==> src/rtl/qlock_pkg.sv <==
package qlock_pkg;

  // Position of the least significant set bit, zero when none is set.
  function automatic int unsigned lowest_set(input logic [63:0] v);
    for (int i = 0; i < 64; i++) begin
      if (v[i]) return i;
    end
    return 0;
  endfunction

  // A node is the head (lock holder) when it is queued and not waiting.
  function automatic logic is_head(input logic active, input logic waiting);
    return active && !waiting;
  endfunction

endpackage

==> src/rtl/qlock_arb.sv <==
module qlock_arb
  import qlock_pkg::*;
#(
  parameter int NREQ = 8,
  parameter int NW   = 3,
  localparam int RW  = (NREQ > 1) ? $clog2(NREQ) : 1
) (
  input  logic                 clk,
  input  logic                 rst_n,
  input  logic [NREQ-1:0]      acq_stb,
  input  logic [NREQ*NW-1:0]   acq_node,
  output logic                 fire,
  output logic [RW-1:0]        win_req,
  output logic [NW-1:0]        win_node
);

  logic [NREQ-1:0] held_q;
  logic [NW-1:0]   held_node_q [NREQ];
  logic [NREQ-1:0] cand;
  logic [NW-1:0]   cand_node [NREQ];

  for (genvar r = 0; r < NREQ; r++) begin : g_cand
    assign cand_node[r] = acq_stb[r] ? acq_node[r*NW +: NW] : held_node_q[r];
  end

  always_comb begin
    cand     = held_q | acq_stb;
    fire     = |cand;
    win_req  = RW'(lowest_set(64'(cand)));
    win_node = cand_node[win_req];
  end

  for (genvar r = 0; r < NREQ; r++) begin : g_hold
    always_ff @(posedge clk) begin
      if (!rst_n) begin
        held_q[r]      <= 1'b0;
        held_node_q[r] <= '0;
      end else begin
        held_q[r]      <= cand[r] && (win_req != RW'(r));
        held_node_q[r] <= cand_node[r];
      end
    end
  end

endmodule

==> src/rtl/qlock_nodes.sv <==
module qlock_nodes
  import qlock_pkg::*;
#(
  parameter int NREQ  = 8,
  parameter int NNODE = 8,
  localparam int NW   = (NNODE > 1) ? $clog2(NNODE) : 1,
  localparam int RW   = (NREQ > 1) ? $clog2(NREQ) : 1
) (
  input  logic                  clk,
  input  logic                  rst_n,
  input  logic                  init_en,
  input  logic [NW-1:0]         init_idx,
  input  logic                  init_wait,
  input  logic [RW-1:0]         init_owner,
  input  logic                  link_en,
  input  logic [NW-1:0]         link_pred,
  input  logic [NW-1:0]         link_succ,
  input  logic                  kill_en,
  input  logic [NW-1:0]         kill_idx,
  input  logic                  wake_en,
  input  logic [NW-1:0]         wake_idx,
  output logic [NNODE-1:0]      active,
  output logic [NNODE-1:0]      waiting,
  output logic [NNODE-1:0]      nxt_ok,
  output logic [NNODE*NW-1:0]   nxt_flat,
  output logic [NNODE*RW-1:0]   own_flat,
  output logic [NREQ-1:0]       grant
);

  for (genvar k = 0; k < NNODE; k++) begin : g_node
    logic [NW-1:0] nxt_q;
    logic [RW-1:0] own_q;

    always_ff @(posedge clk) begin
      if (!rst_n) begin
        active[k]  <= 1'b0;
        waiting[k] <= 1'b0;
        nxt_ok[k]  <= 1'b0;
        nxt_q      <= '0;
        own_q      <= '0;
      end else begin
        if (init_en && init_idx == NW'(k)) begin
          active[k]  <= 1'b1;
          waiting[k] <= init_wait;
          nxt_ok[k]  <= 1'b0;
          own_q      <= init_owner;
        end
        if (link_en && link_pred == NW'(k)) begin
          nxt_ok[k] <= 1'b1;
          nxt_q     <= link_succ;
        end
        if (kill_en && kill_idx == NW'(k)) active[k] <= 1'b0;
        if (wake_en && wake_idx == NW'(k)) waiting[k] <= 1'b0;
      end
    end

    assign nxt_flat[k*NW +: NW] = nxt_q;
    assign own_flat[k*RW +: RW] = own_q;
  end

  // Each requester watches only the node it owns.
  always_comb begin
    grant = '0;
    for (int k = 0; k < NNODE; k++) begin
      if (is_head(active[k], waiting[k])) grant[own_flat[k*RW +: RW]] = 1'b1;
    end
  end

endmodule

==> src/rtl/qlock_mgr.sv <==
module qlock_mgr
  import qlock_pkg::*;
#(
  parameter int NREQ  = 8,
  parameter int NNODE = 8,
  localparam int NW   = (NNODE > 1) ? $clog2(NNODE) : 1,
  localparam int RW   = (NREQ > 1) ? $clog2(NREQ) : 1
) (
  input  logic                clk,
  input  logic                rst_n,
  input  logic [NREQ-1:0]     acq_stb,
  input  logic [NREQ*NW-1:0]  acq_node,
  input  logic [NREQ-1:0]     rel_stb,
  input  logic [NREQ*NW-1:0]  rel_node,
  output logic [NREQ-1:0]     grant
);

  // Named events for the checker.
  logic          swap, acc_empty, rel_hit, rel_free, rel_direct, rel_wait;
  logic          pend_go, handoff;
  logic [RW-1:0] win_req;
  logic [NW-1:0] win_node, rel_idx, succ_idx;

  logic          tail_vld, link_vld, rp_vld;
  logic [NW-1:0] tail_idx, link_pred, link_succ, rp_idx;

  logic [NNODE-1:0]    active, waiting, nxt_ok;
  logic [NNODE*NW-1:0] nxt_flat;
  logic [NNODE*RW-1:0] own_flat;
  logic [NW-1:0]       rel_n [NREQ];

  qlock_arb #(.NREQ(NREQ), .NW(NW)) u_arb (
    .clk(clk), .rst_n(rst_n), .acq_stb(acq_stb), .acq_node(acq_node),
    .fire(swap), .win_req(win_req), .win_node(win_node)
  );

  for (genvar r = 0; r < NREQ; r++) begin : g_reln
    assign rel_n[r] = rel_node[r*NW +: NW];
  end

  // A release counts only from the holder naming its own node.
  always_comb begin
    rel_hit = 1'b0;
    rel_idx = '0;
    for (int r = 0; r < NREQ; r++) begin
      if (rel_stb[r] && is_head(active[rel_n[r]], waiting[rel_n[r]]) &&
          own_flat[rel_n[r]*RW +: RW] == RW'(r)) begin
        rel_hit = 1'b1;
        rel_idx = rel_n[r];
      end
    end
  end

  always_comb begin
    acc_empty  = swap && !tail_vld;
    rel_free   = rel_hit && !swap && tail_vld && (tail_idx == rel_idx);
    rel_direct = rel_hit && !rel_free && nxt_ok[rel_idx];
    rel_wait   = rel_hit && !rel_free && !nxt_ok[rel_idx];
    pend_go    = rp_vld && nxt_ok[rp_idx];
    handoff    = rel_direct || pend_go;
    succ_idx   = rel_direct ? nxt_flat[rel_idx*NW +: NW] : nxt_flat[rp_idx*NW +: NW];
  end

  always_ff @(posedge clk) begin
    if (!rst_n) begin
      tail_vld  <= 1'b0;
      tail_idx  <= '0;
      link_vld  <= 1'b0;
      link_pred <= '0;
      link_succ <= '0;
      rp_vld    <= 1'b0;
      rp_idx    <= '0;
    end else begin
      // Tail exchange wins over the release compare-and-swap.
      if (swap) begin
        tail_vld <= 1'b1;
        tail_idx <= win_node;
      end else if (rel_free) begin
        tail_vld <= 1'b0;
      end
      link_vld  <= swap && tail_vld;
      link_pred <= tail_idx;
      link_succ <= win_node;
      if (rel_wait) begin
        rp_vld <= 1'b1;
        rp_idx <= rel_idx;
      end else if (pend_go) begin
        rp_vld <= 1'b0;
      end
    end
  end

  qlock_nodes #(.NREQ(NREQ), .NNODE(NNODE)) u_nodes (
    .clk(clk), .rst_n(rst_n),
    .init_en(swap), .init_idx(win_node), .init_wait(tail_vld), .init_owner(win_req),
    .link_en(link_vld), .link_pred(link_pred), .link_succ(link_succ),
    .kill_en(rel_hit), .kill_idx(rel_idx),
    .wake_en(handoff), .wake_idx(succ_idx),
    .active(active), .waiting(waiting), .nxt_ok(nxt_ok),
    .nxt_flat(nxt_flat), .own_flat(own_flat), .grant(grant)
  );

endmodule

==> config.mk <==
export PLATFORM = sky130hd
export DESIGN_NAME = qlock_mgr
export DESIGN_NICKNAME = d
export VERILOG_FILES = /design/src/rtl/qlock_pkg.sv /design/src/rtl/qlock_arb.sv /design/src/rtl/qlock_nodes.sv /design/src/rtl/qlock_mgr.sv
export SDC_FILE = /design/constraint.sdc
export NUM_CORES = 1
export LEC_CHECK = 0
export ABC_AREA = 1
export ABC_CLOCK_PERIOD_IN_PS = 3900
export BUFFER_PORTS_ARGS = -buffer_cell sky130_fd_sc_hd__buf_4
export CAP_MARGIN = 0
export CORE_MARGIN = 5
export CORE_UTILIZATION = 60
export CTS_CLUSTER_SIZE = 28
export DETAILED_ROUTE_END_ITERATION = 7
export GPL_ROUTABILITY_DRIVEN = 0
export GPL_TIMING_DRIVEN = 0
export HOLD_SLACK_MARGIN = 0.03
export PLACE_DENSITY = 0.93
export SETUP_SLACK_MARGIN = 0.02
export SYNTH_ARGS = -nofsm -noshare
export SYNTH_HDL_FRONTEND = slang
export SYNTH_SLANG_ARGS = --single-unit
==> constraint.sdc <==
create_clock -name clk -period 3.9 [get_ports clk]
set_input_delay 0.39 -clock clk [delete_from_list [all_inputs] [get_ports clk]]
set_output_delay 0.39 -clock clk [all_outputs]
set_load 0.01 [all_outputs]
==> impl_results.md <==
* Warnings, synthesis at 0
* Crit. End Element: register
* Routed vias at 9195
* Post-synth ARST share at 0%
* Largest net degree at the start of global routing at 17
* Die height at around 120 um
* # setup viols final at 0
* Leak Pwr at 4.13 nW
* Core Footprint at 0.0121 mm2
* Least-Margin Pin Slew at around 0.75 ns
* First-pass GRT wire length at 41200 um
* Ports at 74
* Fin crit share at 98.5%
* Critical path's most frequent cell: nor2_1
* FP Rows at 40
* Sequential share of the synthesized area at 32.2%
* Post-layout nets at 1316
* Main synth FF type: dfxtp_1
* Filler Cells Inserted at 804
* Synth Area in Adders at 0%
* Hold-fix buffers, CTS at 0
* Ratio of cells with drive above 1 in the final layout at 19.6%
* Worst hold path class: input port to register
* DR WL/cell at between 15 and 20 um
* Hold path cells at 3
* Syn_nets at 1213
* WP data required at 4.25 ns
* CTS tree: yes
* Fin crit period at 3.84 ns
* Distinct cells, synth at 53
* Initial DRT Pass Iterations at 8
* Vias per cell at 6.43
* CTS buffer count at 17
* Critical path's slowest cell: clkinv_1
* Dpl ws at 0.0417 ns
* GRT overflow at 0
* FF-to-FF Start: u_arb.held_q[5]
* Setup TNS at 0 ns
* Slew margin rel. at between 40% and 50%
* Multiplexer share of the synthesized area at 3.25%
* Power density cells at around 470 mW/mm2
* Post-synthesis simple-gate area fraction at 35.4%
* Crit path DAT at 4.19 ns
* Complex-gate fraction of the synthesized area at around a fifth
* Maxcap violations at 0
* CP Cell Sequence: nor2_1 > inv_1 > nor2_1 > a21oi_1 > nor2_1 > clkinv_1 > nor2_1 > inv_1 > o22a_1 > o221ai_1 > o21a_1 > inv_1 > nor2_1 > inv_1 > nor2_2 > inv_1 > a21oi_1 > o21ai_0 > nor2_1
* Area Overhead vs Synth at 23.1%
* Clock latency on the worst-skew pair at 0.43 ns
* Drt initial violations at around 1500
* Final Worst Setup Slack at 0.0595 ns
* #FFs+latches synth at ~120
* CP startpoint: u_arb.held_q[5]
* Util after Layout at about three quarters
* Clock sinks at roughly 120
* Clock slew at reported path FFs at approximately 0.060 ns
* Hold_sp: acq_node[23]
* ANT nets after route at 0
* Max incr delay on CP at ~0.40 ns
* Crit Path Max Fanout at 9
* Level count of the clock H-tree at 4
* Area leader, netlist: dfxtp_1
* Kind of critical path: register to register
* Synth Cell Area at 0.00740 mm2
* Port bufs at 73
* Total GRT Usage at 35.2%
* Max Buffers Root-to-Sink at 2
* Syn Area/Cell at approximately 6.5 um2
* Drt drc at 0
* Post-synth EDFFs at 0
* Die X at 121 um
* Outcome: completed
* Largest family of logic cells by synthesized area: simple AND/OR/NAND/NOR gates
* Starting Density at 61.4%
* Maximum vdd drop at 0.364 mV
* CTS Root Cell: clkbuf_16
* Detail Placement HPWL at 17800 um
* Ant diodes at 0
* Antenna violations before repair at 0
* Final Hold Fails at 0
* Clock Skew at 0.0105 ns
* Mapped Cells at roughly 1100
* Synth area leaders: dfxtp_1 (32%), nand2_1 (9.7%), nor2_1 (8.5%), nand3_1 (8.3%), o21ai_0 (6.6%)
* Total Wirelength at ~27000 um
* Max-slew violation count at 0
* Max Freq at 260 MHz
* Cell count of the worst reg-to-reg path at 19
* Post-synthesis xor/xnor area fraction at 0%
* Startpoint types: register
* Worst R2R Setup Slack at 0.06 ns
* Die footprint at 0.0147 mm2
* Vias in the first global route at between 8000 and 9000
* Share of the synthesized area in the top cell type at between 30% and 40%
[critical path: cells and delay by family (launching register included)]
| family | cells | cell delay, ns |
|---|---|---|
| buffers and inverters | 6 | 1.04 |
| AO/OA/AOI/OAI | 6 | 1.03 |
| flip-flops | 1 | 0.29 |
| AND/OR/NAND/NOR | 7 | 1.38 |
[cell usage in the layout (no fill, tap or decap), drive strengths merged, types with 5 or more instances in the layout]
cell type / netlist / layout
a21oi: 82 / 82
a31oi: 5 / 5
buf: 20 / 101
clkbuf: 14 / 35
clkinv: 3 / 8
dfxtp: 119 / 119
inv: 151 / 152
mux2i: 24 / 24
nand2: 205 / 206
nand3: 129 / 129
nand3b: 15 / 15
nand4: 19 / 19
nor2: 180 / 180
nor3: 14 / 14
o211ai: 12 / 12
o21ai: 116 / 116
[cells by family after synthesis]
logic type             after synthesis
other                                1
buffers and inverters              188
AOI/OAI and AO/OA                  245
muxes                               24
DFF                                119
and+or+nand+nor                    570
[cell type report]
class | count | area [um2] | share of cell area, %
sequential | 119 | 2410 | 26.4
timing repair buffer | 83 | 623 | 6.84
inverter | 154 | 594 | 6.52
buffer | 34 | 195 | 2.14
clock buffer | 19 | 453 | 4.97
clock inverter | 13 | 170 | 1.87
tap | 168 | 210 | 2.31
multi-input combinational | 841 | 4460 | 48.9
[registers in the layout, indices dropped and copies added (netlist names), 8 cells and up]
name,cells
u_arb.held_node_q,24
u_nodes.g_node.nxt_q,24
u_nodes.g_node.own_q,24
u_arb.held_q,8
u_nodes.active,8
u_nodes.nxt_ok,8
u_nodes.waiting,8
[Yosys cell counts, types with 3 or more instances]
library cell  count
a21oi_1          82
nand3_2           6
o21ai_1          14
clkinv_1          3
o21ai_0          98
nand3_1         123
o22ai_1           3
nand4_1          19
nand2_1         192
inv_1           125
nand2_4           5
dfxtp_1         119
buf_6             4
a31oi_1           5
nand2_2           7
o221ai_1          3
o2111ai_1         4
nor3_1           13
buf_1             3
buf_4             5
nor2_2           10
mux2i_1          24
nand3b_1         15
nor2_1          167
a22oi_1           3
o211ai_1         12
clkbuf_1         13
inv_2            26
buf_2             8
[through the flow]
stage                     instances  cell area [um2]  total power [mW]  hold WS, ns
after floorplan                1147             7400              2.16        0.430
after global routing           1431             9110              4.48        0.245
after global placement         1388             8160              2.45        0.445
final                          1431             9110              4.32        0.223
after detailed placement       1388             8160              2.48        0.454
after CTS                      1420             8780              4.13        0.225
[per-layer routing]
metal  share of wire, %  routed length (um)  track usage [%]  vias up
li1                   -                   -                -     4042
met1                 35                9600             40.7     4068
met2                 45               12200             56.9      819
met3                 12                3260             8.81      266
met4                8.4                2310             24.3        0
met5                  0                   0                0        -
[power by group]
part,switching [mW],internal [mW]
Clock,0.615,1.05
Combinational,0.839,0.422
Sequential,0.0937,1.31
[timing repair]
action | in CTS | in global routing
endpoints found under the setup margin | 0 | 11
resized for setup | 0 | 78
setup buffers | 0 | 10
[path summary, 6_finish.rpt]
kind | endpoint
max | u_nodes.waiting[5]
min | u_arb.held_node_q[1][11]
max reg2reg | u_nodes.waiting[5]
min reg2reg | u_nodes.g_node[5].nxt_q[2]
(Power assumes the default switching activity.)
